--- src/rtl/agc_pkg.sv ---
`timescale 1ns/1ps
package agc_pkg;

    localparam int PCT_W  = 7;
    localparam int GAIN_W = 6;

    typedef enum logic [1:0] {
        STEP_HOLD = 2'd0,
        STEP_UP   = 2'd1,
        STEP_DOWN = 2'd2
    } step_e;

    typedef struct packed {
        logic [PCT_W-1:0]  lo_pct;
        logic [PCT_W-1:0]  hi_pct;
        logic              manual;
        logic [GAIN_W-1:0] forced;
    } cfg_state_t;

    localparam logic [1:0] ADDR_LO   = 2'd0;
    localparam logic [1:0] ADDR_HI   = 2'd1;
    localparam logic [1:0] ADDR_CTRL = 2'd2;
    localparam logic [1:0] ADDR_GAIN = 2'd3;

endpackage

--- src/rtl/agc_win_counter.sv ---
`timescale 1ns/1ps
module agc_win_counter #(
    parameter int WIN_LOG2 = 10
) (
    input  logic                clk,
    input  logic                rst_n,
    input  logic                clr,
    input  logic                smp_valid,
    input  logic                mag_hi,
    output logic                win_done,
    output logic [WIN_LOG2:0]   win_total
);
    localparam int CW = WIN_LOG2 + 1;
    localparam logic [WIN_LOG2-1:0] LAST_IDX = {WIN_LOG2{1'b1}};

    typedef struct packed {
        logic [WIN_LOG2-1:0] idx;
        logic [CW-1:0]       acc;
        logic                done;
        logic [CW-1:0]       total;
    } cnt_state_t;

    cnt_state_t st_d, st_q;

    always_comb begin
        st_d      = st_q;
        st_d.done = 1'b0;
        if (clr) begin
            st_d.idx = '0;
            st_d.acc = '0;
        end else if (smp_valid) begin
            if (st_q.idx == LAST_IDX) begin
                st_d.done  = 1'b1;
                st_d.total = st_q.acc + CW'(mag_hi);
                st_d.idx   = '0;
                st_d.acc   = '0;
            end else begin
                st_d.idx = st_q.idx + 1'b1;
                st_d.acc = st_q.acc + CW'(mag_hi);
            end
        end
    end

    always_ff @(posedge clk or negedge rst_n) begin
        if (!rst_n) begin
            st_q <= '0;
        end else begin
            st_q <= st_d;
        end
    end

    assign win_done  = st_q.done;
    assign win_total = st_q.total;

endmodule

--- src/rtl/agc_thresh.sv ---
`timescale 1ns/1ps
module agc_thresh
    import agc_pkg::*;
#(
    parameter int WIN_LOG2 = 10
) (
    input  logic [PCT_W-1:0]  lo_pct,
    input  logic [PCT_W-1:0]  hi_pct,
    input  logic [WIN_LOG2:0] total,
    output step_e             step
);
    localparam int TW = PCT_W + WIN_LOG2 + 2;

    logic [TW-1:0] lo_thr;
    logic [TW-1:0] hi_thr;
    logic [TW-1:0] tot_ext;

    always_comb begin
        lo_thr  = ((TW'(lo_pct) << WIN_LOG2) + TW'(50)) / TW'(100);
        hi_thr  = ((TW'(hi_pct) << WIN_LOG2) + TW'(50)) / TW'(100);
        tot_ext = TW'(total);
        if (tot_ext > hi_thr) begin
            step = STEP_DOWN;
        end else if (tot_ext < lo_thr) begin
            step = STEP_UP;
        end else begin
            step = STEP_HOLD;
        end
    end

endmodule

--- src/rtl/agc_gain_ctrl.sv ---
`timescale 1ns/1ps
module agc_gain_ctrl
    import agc_pkg::*;
#(
    parameter int GAIN_MAX = 50,
    parameter int GAIN_RST = 25
) (
    input  logic              clk,
    input  logic              rst_n,
    input  logic              manual,
    input  logic [GAIN_W-1:0] forced,
    input  logic              win_done,
    input  step_e             step,
    output logic [GAIN_W-1:0] gain
);
    localparam logic [GAIN_W-1:0] G_MAX = GAIN_W'(GAIN_MAX);
    localparam logic [GAIN_W-1:0] G_RST = GAIN_W'(GAIN_RST);

    typedef struct packed {
        logic [GAIN_W-1:0] gain;
    } gain_state_t;

    gain_state_t st_d, st_q;

    always_comb begin
        st_d = st_q;
        if (manual) begin
            st_d.gain = forced;
        end else if (win_done) begin
            unique case (step)
                STEP_UP: begin
                    if (st_q.gain < G_MAX) st_d.gain = st_q.gain + 1'b1;
                end
                STEP_DOWN: begin
                    if (st_q.gain != '0) st_d.gain = st_q.gain - 1'b1;
                end
                default: ;
            endcase
        end
    end

    always_ff @(posedge clk or negedge rst_n) begin
        if (!rst_n) begin
            st_q.gain <= G_RST;
        end else begin
            st_q <= st_d;
        end
    end

    assign gain = st_q.gain;

endmodule

--- src/rtl/agc_cfg_regs.sv ---
`timescale 1ns/1ps
module agc_cfg_regs
    import agc_pkg::*;
#(
    parameter int GAIN_MAX   = 50,
    parameter int LO_RST     = 26,
    parameter int HI_RST     = 40,
    parameter int FORCED_RST = 20
) (
    input  logic              clk,
    input  logic              rst_n,
    input  logic              cfg_wr,
    input  logic [1:0]        cfg_addr,
    input  logic [7:0]        cfg_wdata,
    input  logic [GAIN_W-1:0] gain,
    output cfg_state_t        cfg,
    output logic [7:0]        cfg_rdata
);
    localparam logic [GAIN_W-1:0] G_MAX = GAIN_W'(GAIN_MAX);

    cfg_state_t st_d, st_q;
    logic [PCT_W-1:0]  wr_pct;
    logic [GAIN_W-1:0] wr_gain;

    always_comb begin
        st_d    = st_q;
        wr_pct  = cfg_wdata[PCT_W-1:0];
        wr_gain = cfg_wdata[GAIN_W-1:0];
        if (cfg_wr) begin
            unique case (cfg_addr)
                ADDR_LO: begin
                    if (wr_pct <= st_q.hi_pct) st_d.lo_pct = wr_pct;
                end
                ADDR_HI: begin
                    if (wr_pct >= st_q.lo_pct) st_d.hi_pct = wr_pct;
                end
                ADDR_CTRL: begin
                    st_d.manual = cfg_wdata[7];
                    st_d.forced = (wr_gain > G_MAX) ? G_MAX : wr_gain;
                end
                default: ;
            endcase
        end
    end

    always_comb begin
        unique case (cfg_addr)
            ADDR_LO:   cfg_rdata = {1'b0, st_q.lo_pct};
            ADDR_HI:   cfg_rdata = {1'b0, st_q.hi_pct};
            ADDR_CTRL: cfg_rdata = {st_q.manual, 1'b0, st_q.forced};
            default:   cfg_rdata = {2'b00, gain};
        endcase
    end

    always_ff @(posedge clk or negedge rst_n) begin
        if (!rst_n) begin
            st_q.lo_pct <= PCT_W'(LO_RST);
            st_q.hi_pct <= PCT_W'(HI_RST);
            st_q.manual <= 1'b0;
            st_q.forced <= GAIN_W'(FORCED_RST);
        end else begin
            st_q <= st_d;
        end
    end

    assign cfg = st_q;

endmodule

--- src/rtl/magbit_agc.sv ---
`timescale 1ns/1ps
module magbit_agc
    import agc_pkg::*;
#(
    parameter int WIN_LOG2   = 10,
    parameter int GAIN_MAX   = 50,
    parameter int GAIN_RST   = 25,
    parameter int LO_RST     = 26,
    parameter int HI_RST     = 40,
    parameter int FORCED_RST = 20
) (
    input  logic        clk,
    input  logic        rst_n,
    input  logic        smp_valid,
    input  logic [2:0]  smp_code,
    input  logic        cfg_wr,
    input  logic [1:0]  cfg_addr,
    input  logic [7:0]  cfg_wdata,
    output logic [7:0]  cfg_rdata,
    output logic [5:0]  gain_code
);
    localparam int MAG_HI_BIT = 1;

    cfg_state_t         cfg;
    logic               win_done;
    logic [WIN_LOG2:0]  win_total;
    step_e              step;
    logic [GAIN_W-1:0]  gain;

    agc_cfg_regs #(
        .GAIN_MAX   (GAIN_MAX),
        .LO_RST     (LO_RST),
        .HI_RST     (HI_RST),
        .FORCED_RST (FORCED_RST)
    ) u_regs (
        .clk       (clk),
        .rst_n     (rst_n),
        .cfg_wr    (cfg_wr),
        .cfg_addr  (cfg_addr),
        .cfg_wdata (cfg_wdata),
        .gain      (gain),
        .cfg       (cfg),
        .cfg_rdata (cfg_rdata)
    );

    agc_win_counter #(
        .WIN_LOG2 (WIN_LOG2)
    ) u_cnt (
        .clk       (clk),
        .rst_n     (rst_n),
        .clr       (cfg.manual),
        .smp_valid (smp_valid),
        .mag_hi    (smp_code[MAG_HI_BIT]),
        .win_done  (win_done),
        .win_total (win_total)
    );

    agc_thresh #(
        .WIN_LOG2 (WIN_LOG2)
    ) u_thr (
        .lo_pct (cfg.lo_pct),
        .hi_pct (cfg.hi_pct),
        .total  (win_total),
        .step   (step)
    );

    agc_gain_ctrl #(
        .GAIN_MAX (GAIN_MAX),
        .GAIN_RST (GAIN_RST)
    ) u_gain (
        .clk      (clk),
        .rst_n    (rst_n),
        .manual   (cfg.manual),
        .forced   (cfg.forced),
        .win_done (win_done),
        .step     (step),
        .gain     (gain)
    );

    assign gain_code = gain;

endmodule

--- config.mk ---
export PLATFORM = sky130hd
export DESIGN_NAME = magbit_agc
export DESIGN_NICKNAME = d
export VERILOG_FILES = /design/src/rtl/agc_pkg.sv /design/src/rtl/agc_win_counter.sv /design/src/rtl/agc_thresh.sv /design/src/rtl/agc_gain_ctrl.sv /design/src/rtl/agc_cfg_regs.sv /design/src/rtl/magbit_agc.sv
export SDC_FILE = /design/constraint.sdc
export NUM_CORES = 1
export LEC_CHECK = 0
export BUFFER_PORTS_ARGS = -buffer_cell sky130_fd_sc_hd__clkbuf_2
export CAP_MARGIN = 0
export CORE_MARGIN = 2
export CORE_UTILIZATION = 55
export DETAILED_ROUTE_END_ITERATION = 10
export GPL_TIMING_DRIVEN = 0
export PLACE_DENSITY = 0.71
export SYNTH_ARGS = -nofsm -noshare
export SYNTH_HDL_FRONTEND = slang
export SYNTH_SLANG_ARGS = --single-unit
--- constraint.sdc ---
create_clock -name clk -period 18.8 [get_ports clk]
set_input_delay 3.76 -clock clk [delete_from_list [all_inputs] [get_ports clk]]
set_output_delay 3.76 -clock clk [all_outputs]
set_load 0.1 [all_outputs]
==> flow_results.xml, run 1 <==
<?xml version="1.0" encoding="UTF-8"?>
<metrics>
  <group name="outcome">
    <metric name="outcome" unit="">finished, final reports clean</metric>
  </group>
  <group name="synthesis">
    <metric name="synth_ff_type" unit="">dfrtp_1</metric>
    <metric name="mappedNetlistArea" unit="um2">10300</metric>
    <metric name="main_combinational_cell_family_by_area_after_synthesis" unit="">compound AO/OA/AOI/OAI gates</metric>
    <metric name="postSynthCellCount" unit="">1301</metric>
    <metric name="synth.yosys.warnings" unit="">0</metric>
    <metric name="post_synth_and_or_nand_nor_area_fraction" unit="">0.267</metric>
    <metric name="share_of_the_synthesized_area_in_compound_gates_ao_oa_aoi_oai" unit="">0.341</metric>
    <metric name="postSynthRegisterBits" unit="">60</metric>
    <metric name="post_synth_num_cell_types" unit="">151</metric>
    <metric name="asyncSetResetFlopFracSynth" unit="">1.00</metric>
    <metric name="synth.area.mux_share" unit="">0.0552</metric>
    <metric name="mappedNetlistNets" unit="">1385</metric>
    <metric name="synth_adder_area_share" unit="">0.0825</metric>
    <metric name="yosysSeqAreaShare" unit="">0.148</metric>
    <metric name="synth_enable_flop_cells" unit="">0</metric>
    <metric name="postSynthAreaPerCell" unit="um2">7.88</metric>
    <metric name="synthXorXnorAreaFrac" unit="">0.0420</metric>
  </group>
  <group name="cells_and_area">
    <metric name="layout_common_cells" unit="">nand2_1, o21ai_0, nor2_1</metric>
    <metric name="antennaDiodeCount" unit="">0</metric>
    <metric name="fillerInstances" unit="">1675</metric>
    <metric name="post_route_cells_drive_above_1_share" unit="">0.181</metric>
    <metric name="commonest_non_fill_non_tap_cell_in_the_layout" unit="">nand2_1</metric>
    <metric name="flow.area_growth_from_synthesis" unit="%">7.21</metric>
    <metric name="design.final.nets" unit="">1424</metric>
    <metric name="utilization" unit="">0.606</metric>
  </group>
  <group name="worst_hold_path">
    <metric name="whs_path_depth" unit="">1</metric>
    <metric name="min_path_type" unit="">reg -&gt; reg</metric>
    <metric name="min-delay-start" unit="">u_cnt.st_q[22]</metric>
  </group>
  <group name="cts">
    <metric name="ctsLongestPathBuffers" unit="">2</metric>
    <metric name="cts.repair.resized" unit="">0</metric>
    <metric name="cts_htree_levels" unit="">3</metric>
    <metric name="postCtsHoldBufs" unit="">0</metric>
    <metric name="tritoncts" unit="">built</metric>
    <metric name="cts-buffers-inserted" unit="">9</metric>
    <metric name="ctsRootBufferMaster" unit="">clkbuf_16</metric>
    <metric name="cts_num_sinks" unit="">60</metric>
    <metric name="post-cts-setup-buffer-count" unit="">0</metric>
    <metric name="clk_latency" unit="ps">340</metric>
    <metric name="clkSlewWorstSetupHoldPaths" unit="ps">60</metric>
  </group>
  <group name="sta">
    <metric name="finalHoldViolations" unit="">0</metric>
    <metric name="fin_tns_setup" unit="ps">0</metric>
    <metric name="rsz0062_at_grt" unit="">false</metric>
    <metric name="setup_viol" unit="">0</metric>
    <metric name="maxClockFrequency" unit="GHz">0.0615</metric>
    <metric name="max_slew_vio_count" unit="">0</metric>
    <metric name="layout_min_cycle_time" unit="ps">16260</metric>
    <metric name="clock_skew" unit="ps">7.27</metric>
    <metric name="period_utilization" unit="">0.865</metric>
    <metric name="worst_slew_pin_slew" unit="ps">1170</metric>
    <metric name="fin_hold_ws" unit="ps">508</metric>
    <metric name="maxSlewHeadroom" unit="">0.209</metric>
  </group>
  <group name="placement">
    <metric name="port_buffers" unit="">28</metric>
    <metric name="place.gp.congestion" unit="">0.995</metric>
    <metric name="place_hpwl" unit="um">21800</metric>
  </group>
  <group name="global_routing">
    <metric name="first_global_vias" unit="">9666</metric>
    <metric name="grt_util_all_layers" unit="">0.287</metric>
    <metric name="grt_antenna_before_repair" unit="">0</metric>
    <metric name="global_route_congestion_overflow_total" unit="">0</metric>
    <metric name="grt_pass1_wl" unit="um">48200</metric>
    <metric name="grt_max_degree" unit="">61</metric>
  </group>
  <group name="critical_path">
    <metric name="reg2regPathDepth" unit="">79</metric>
    <metric name="critPathCaptureType" unit="">register</metric>
    <metric name="crit_path_max_incr_delay" unit="ps">870</metric>
    <metric name="critical_path.n_buffers_inverters" unit="">16</metric>
    <metric name="worstSetupPathDepth" unit="">79</metric>
    <metric name="path_delay_family" unit="">compound AO/OA/AOI/OAI gates</metric>
    <metric name="worst_path_most_repeated_cell" unit="">ha_1</metric>
    <metric name="critPathRequiredTime" unit="ps">19070</metric>
    <metric name="critPathLaunch" unit="">u_regs.cfg[12]</metric>
    <metric name="worst-endpoint-arrival" unit="ps">16530</metric>
    <metric name="crit_type" unit="">reg -&gt; reg</metric>
    <metric name="max_fanout_on_critical_path" unit="">14</metric>
    <metric name="cpMaxStageDelayCell" unit="">a41oi_1</metric>
    <metric name="crit_path_start_kind" unit="">register</metric>
    <metric name="worstReg2RegStart" unit="">u_regs.cfg[12]</metric>
  </group>
  <group name="routing">
    <metric name="drt_pre_antenna_iters" unit="">5</metric>
    <metric name="antenna_violating_nets_post_route" unit="">0</metric>
    <metric name="route.detailed.drc" unit="">0</metric>
    <metric name="wirelength_per_cell" unit="um">17.9</metric>
    <metric name="via_cell_ratio" unit="">6.66</metric>
    <metric name="num_vias" unit="">10500</metric>
    <metric name="totalWireLength" unit="um">28200</metric>
    <metric name="drt-initial-drc-count" unit="">863</metric>
  </group>
  <group name="floorplan">
    <metric name="die_area" unit="um2">19800</metric>
    <metric name="design.portCount" unit="">31</metric>
    <metric name="starting_density" unit="">0.565</metric>
    <metric name="floorplan.core_area" unit="um2">18100</metric>
    <metric name="core.rowCount" unit="">49</metric>
    <metric name="die_w" unit="um">141</metric>
    <metric name="die_h" unit="um">141</metric>
  </group>
  <group name="job">
    <metric name="max-cap-violations" unit="">0</metric>
  </group>
</metrics>
per-layer routing:
metal	up-vias	share of wire	GRT usage
li1	5065	-	-
met3	39	0.062	0.0308
met5	-	0	0
met2	407	0.46	0.472
met1	4977	0.47	0.411
met4	0	0.010	0.0616
cell families (layout without fill, tap and decap cells):
family | count (synthesis) | in the layout
flip-flops | 60 | 60
multiplexers | 43 | 43
buffers and inverters | 121 | 165
AND/OR/NAND/NOR | 490 | 490
adder cells (fa/ha/maj) | 67 | 67
AO/OA/AOI/OAI | 474 | 474
XOR/XNOR | 46 | 46
synthesized netlist by cell type, drive strengths merged (12+ instances only):
cell type	n	share of area
nand3	39	0.021
nor3	40	0.022
or2	12	0.0073
mux2i	18	0.021
ha	66	0.081
a21oi	88	0.046
nand4	14	0.011
a211oi	19	0.015
nand2	121	0.046
nor4	16	0.012
and2	24	0.015
o31ai	16	0.013
xor2	13	0.011
clkbuf	19	0.0089
mux2	19	0.021
a21o	19	0.014
nor2	102	0.039
and3	33	0.022
a211o	13	0.012
xnor2	31	0.026
buf	47	0.034
o21ai	116	0.058
inv	54	0.021
o211ai	25	0.019
a31oi	17	0.011
nand2b	23	0.014
o22ai	12	0.0073
dfrtp	50	0.12
final cells by class:
class / count / area [um2] / area share
tap: 229 / 287 / 0.0261
sequential: 60 / 1510 / 0.138
multi-input combinational: 1120 / 8080 / 0.735
clock buffer: 10 / 239 / 0.0217
inverter: 55 / 221 / 0.0201
timing repair buffer: 28 / 143 / 0.0130
buffer: 66 / 435 / 0.0396
clock inverter: 6 / 71.3 / 0.00649
sequential cells by signal (all words and copies together) (netlist names):
name and cells:
u_cnt.st_q 21, u_regs.cfg 21, u_cnt.win_total 11, u_gain.gain 6
u_cnt.win_done 1
per-stage QoR:
stage               setup WS [ps]  std cells  instance area, um2
floorplan                    4810       1301               10300
global placement             2740       1558               10700
detailed placement           2640       1558               10700
CTS                          2560       1574               11000
global route                 1400       1574               11000
finish                       2540       1574               11000
worst reg2reg max path: cells and delay by family (launching register included):
family / cells / cell delay (ps)
simple gates: 20 / 3490
compound gates: 29 / 6330
fa+ha+maj: 9 / 2220
xor+xnor: 3 / 870
mux: 2 / 540
buf+inv: 16 / 2210
flops: 1 / 550
path summary, 6_finish.rpt:
kind | end | slack (ps)
min in group asynchronous | u_cnt.st_q[28] | 3540
max in group asynchronous | u_cnt.win_total[8] | 14710
min reg2reg | u_cnt.st_q[22] | 510
max | u_gain.gain[5] | 2540
min | u_cnt.st_q[22] | 510
max reg2reg | u_gain.gain[5] | 2540
Power of run 1 is left out: the tool's default activity adds up to more than one toggle a clock period on the data nets, which glitch-free logic cannot reach.
==> run 2, diff against run 1 <==
--- a/config.mk
+++ b/config.mk
@@ -16,2 +16,3 @@
 export SYNTH_HDL_FRONTEND = slang
+export SYNTH_HIERARCHICAL = 1
 export SYNTH_SLANG_ARGS = --single-unit
==> constraint.sdc (replaced) <==
create_clock -name clk -period 18.8 [get_ports clk]
set_input_delay 0 -clock clk [delete_from_list [all_inputs] [get_ports clk]]
set_output_delay 0 -clock clk [all_outputs]
set_load 0.1 [all_outputs]
==> run 2 against run 1 <==
Worst setup slack got worse by 910 ps. Sequential cell count unchanged. Final area decreased by 3.4%. Synthesized cell count decreased by 2.2%. Critical endpoint is now u_gain/gain[4]. Via count decreased by 3.1%. First-iteration DRC count increased by 2.7%. Clock skew increased by 2.9 ps. Routed wire length decreased by 6.3%. Global-route usage decreased by 0.56 points. Register-to-register slack got worse by 910 ps. Clock-buffer cell count increased by 1. Critical path depth decreased by 14.
==> flow_results.xml, run 2 <==
<?xml version="1.0" encoding="UTF-8"?>
<metrics>
  <group name="critical_path">
    <metric name="worst-endpoint-arrival" unit="ps">17420</metric>
    <metric name="crit_path_max_incr_delay" unit="ps">660</metric>
    <metric name="critPathRequiredTime" unit="ps">19050</metric>
    <metric name="crit_path_start_kind" unit="">register</metric>
    <metric name="path_delay_family" unit="">compound AO/OA/AOI/OAI gates</metric>
    <metric name="critPathCaptureType" unit="">register</metric>
    <metric name="crit_type" unit="">reg -&gt; reg</metric>
    <metric name="worst_path_most_repeated_cell" unit="">ha_1</metric>
    <metric name="cpMaxStageDelayCell" unit="">a2111oi_0</metric>
    <metric name="max_fanout_on_critical_path" unit="">13</metric>
    <metric name="critical_path.n_buffers_inverters" unit="">15</metric>
  </group>
  <group name="cts">
    <metric name="cts_num_sinks" unit="">60</metric>
    <metric name="tritoncts" unit="">built</metric>
    <metric name="ctsLongestPathBuffers" unit="">2</metric>
    <metric name="clkSlewWorstSetupHoldPaths" unit="ps">50</metric>
    <metric name="ctsRootBufferMaster" unit="">clkbuf_16</metric>
    <metric name="cts-buffers-inserted" unit="">9</metric>
    <metric name="clk_latency" unit="ps">340</metric>
    <metric name="cts_htree_levels" unit="">3</metric>
    <metric name="post-cts-setup-buffer-count" unit="">0</metric>
  </group>
  <group name="sta">
    <metric name="max_slew_vio_count" unit="">0</metric>
    <metric name="worst_slew_pin_slew" unit="ps">880</metric>
    <metric name="fin_tns_setup" unit="ps">0</metric>
    <metric name="rsz0062_at_grt" unit="">false</metric>
    <metric name="period_utilization" unit="">0.913</metric>
    <metric name="maxSlewHeadroom" unit="">0.413</metric>
    <metric name="maxClockFrequency" unit="GHz">0.0582</metric>
    <metric name="finalHoldViolations" unit="">0</metric>
    <metric name="setup_viol" unit="">0</metric>
    <metric name="clock_skew" unit="ps">10.2</metric>
    <metric name="timing.final.ws_setup" unit="ps">1630</metric>
    <metric name="layout_min_cycle_time" unit="ps">17170</metric>
  </group>
  <group name="placement">
    <metric name="place_inst" unit="">1524</metric>
    <metric name="place.gp.congestion" unit="">0.931</metric>
    <metric name="place_hpwl" unit="um">20200</metric>
    <metric name="dp_worst_setup_slack" unit="ps">1380</metric>
    <metric name="port_buffers" unit="">27</metric>
  </group>
  <group name="global_routing">
    <metric name="first_global_vias" unit="">9056</metric>
    <metric name="grt_util_met2" unit="">0.464</metric>
    <metric name="grt_util_all_layers" unit="">0.282</metric>
    <metric name="grt_antenna_before_repair" unit="">0</metric>
    <metric name="grt_max_degree" unit="">61</metric>
    <metric name="global_route_congestion_overflow_total" unit="">0</metric>
    <metric name="globalRouteMet1Util" unit="">0.397</metric>
    <metric name="gr-max-usage-layer" unit="">met2</metric>
    <metric name="grt_pass1_wl" unit="um">44100</metric>
    <metric name="use_met3" unit="">0.0368</metric>
  </group>
  <group name="synthesis">
    <metric name="mappedNetlistNets" unit="">1352</metric>
    <metric name="synthTopCellsByArea" unit="">dfrtp_1, ha_1, nand2_1, o21ai_0, nor2_1</metric>
    <metric name="synthDominantAreaCellType" unit="">dfrtp_1</metric>
    <metric name="post_synth_num_cell_types" unit="">111</metric>
    <metric name="postSynthAreaPerCell" unit="um2">7.74</metric>
    <metric name="post-synth-top-area-fraction" unit="">0.127</metric>
    <metric name="postSynthRegisterBits" unit="">60</metric>
    <metric name="yosysSeqAreaShare" unit="">0.154</metric>
    <metric name="synth_enable_flop_cells" unit="">0</metric>
    <metric name="synth_ff_type" unit="">dfrtp_1</metric>
    <metric name="mappedNetlistArea" unit="um2">9850</metric>
    <metric name="yosys-top-cells-count" unit="">nand2_1, nor2_1, o21ai_0</metric>
    <metric name="synth.most_common_cell" unit="">nand2_1</metric>
    <metric name="asyncSetResetFlopFracSynth" unit="">1.00</metric>
    <metric name="postSynthCellCount" unit="">1272</metric>
    <metric name="synth.yosys.warnings" unit="">6</metric>
  </group>
  <group name="cells_and_area">
    <metric name="antennaDiodeCount" unit="">0</metric>
    <metric name="utilization" unit="">0.609</metric>
    <metric name="post_route_cells_drive_above_1_share" unit="">0.134</metric>
    <metric name="commonest_non_fill_non_tap_cell_in_the_layout" unit="">nand2_1</metric>
    <metric name="flow.area_growth_from_synthesis" unit="%">7.76</metric>
    <metric name="storage_element_area" unit="um2">1510</metric>
    <metric name="fillerInstances" unit="">1585</metric>
    <metric name="layout.cells.non_filler" unit="">1541</metric>
    <metric name="footprint_of_the_multi_input_gates" unit="um2">7720</metric>
    <metric name="layout_common_cells" unit="">nand2_1, nor2_1, o21ai_0</metric>
    <metric name="design.final.nets" unit="">1392</metric>
  </group>
  <group name="floorplan">
    <metric name="floorplan.core_area" unit="um2">17400</metric>
    <metric name="core.rowCount" unit="">48</metric>
    <metric name="die_h" unit="um">138</metric>
    <metric name="starting_density" unit="">0.566</metric>
    <metric name="die_w" unit="um">138</metric>
    <metric name="design.portCount" unit="">31</metric>
    <metric name="die_area" unit="um2">19000</metric>
  </group>
  <group name="routing">
    <metric name="route.detailed.drc" unit="">0</metric>
    <metric name="via_cell_ratio" unit="">6.59</metric>
    <metric name="wirelength_per_cell" unit="um">17.1</metric>
    <metric name="antenna_violating_nets_post_route" unit="">0</metric>
    <metric name="drt-initial-drc-count" unit="">886</metric>
    <metric name="drt_pre_antenna_iters" unit="">7</metric>
    <metric name="num_vias" unit="">10200</metric>
    <metric name="totalWireLength" unit="um">26400</metric>
  </group>
  <group name="worst_hold_path">
    <metric name="min_path_type" unit="">in -&gt; reg</metric>
  </group>
  <group name="job">
    <metric name="max-cap-violations" unit="">0</metric>
  </group>
  <group name="outcome">
    <metric name="outcome" unit="">finished, final reports clean</metric>
  </group>
</metrics>
run 2: cell count changes in the layout (fill, tap and decap cells not counted), sizes merged, moves of 10 or more:
cell and delta:
a21oi -20, and2 -10, and3 -19, clkbuf +16
nand2 -17, nand4 +18, o21ai -30, or3 +18
xnor2 +10
run 2: cell families (layout without fill, tap and decap cells):
| logic type | count (synthesis) | count (layout) | synth area share |
|---|---|---|---|
| and+or+nand+nor | 478 | 478 | 0.265 |
| AOI/OAI and AO/OA | 430 | 430 | 0.314 |
| buffers and inverters | 134 | 178 | 0.0653 |
| adders and majority gates | 63 | 63 | 0.0800 |
| DFF | 60 | 60 | 0.154 |
| xor gates and xnor gates | 55 | 55 | 0.0508 |
| muxes | 52 | 52 | 0.0709 |
run 2: path summary, 6_finish.rpt:
| kind | from | end | slack [ps] | cells past startpoint |
|---|---|---|---|---|
| max in group asynchronous | rst_n | u_regs/cfg[8] | 17920 | 2 |
| setup / recovery | u_regs/cfg[18] | u_gain/gain[4] | 1630 | 65 |
| min in group asynchronous | rst_n | u_cnt/st_q[31] | 340 | 2 |
| hold reg to reg | u_regs/cfg[4] | u_gain/gain[4] | 470 | 2 |
| hold / removal | cfg_wdata[2] | u_regs/cfg[2] | 10 | 3 |
| setup reg to reg | u_regs/cfg[18] | u_gain/gain[4] | 1630 | 65 |
run 2: area by class of cell:
class / count / area share
Timing Repair Buffer: 29 / 0.0149
Clock inverter: 4 / 0.00460
Sequential cell: 60 / 0.143
Buffer: 74 / 0.0382
Multi-Input combinational cell: 1078 / 0.727
Inverter: 60 / 0.0224
Tap cell: 225 / 0.0265
Clock buffer: 11 / 0.0238
run 2: what timing repair did:
| action | 4_1_cts | 5_1_grt |
|---|---|---|
| endpoints found under the setup margin | 0 | 2 |
| endpoints found under the hold margin | 51 | 0 |
| hold buffers | 2 | 0 |
| resized for setup | 0 | 6 |
run 2: metrics by stage:
step | hold slack, ps | area (um2)
after CTS | 3.98 | 10600
after global routing | 31.9 | 10600
after floorplan | -296 | 9850
final | 10.9 | 10600
after global placement | 241 | 10300
after detailed placement | 165 | 10300
run 2: layer usage:
layer	routed length, um	part of all wire
met1	12600	0.48
met2	12100	0.46
met3	1400	0.053
met4	354	0.013
met5	0	0
run 2: worst register-to-register path, delay by kind of cell (launching register included):
family          cells  cell delay, ps
simple gates       19            3990
fa+ha+maj           8            2160
mux                 2             330
buf+inv            15            4140
compound gates     18            5070
xor+xnor            3             770
flops               1             600
Power of run 2 is left out for the same reason.
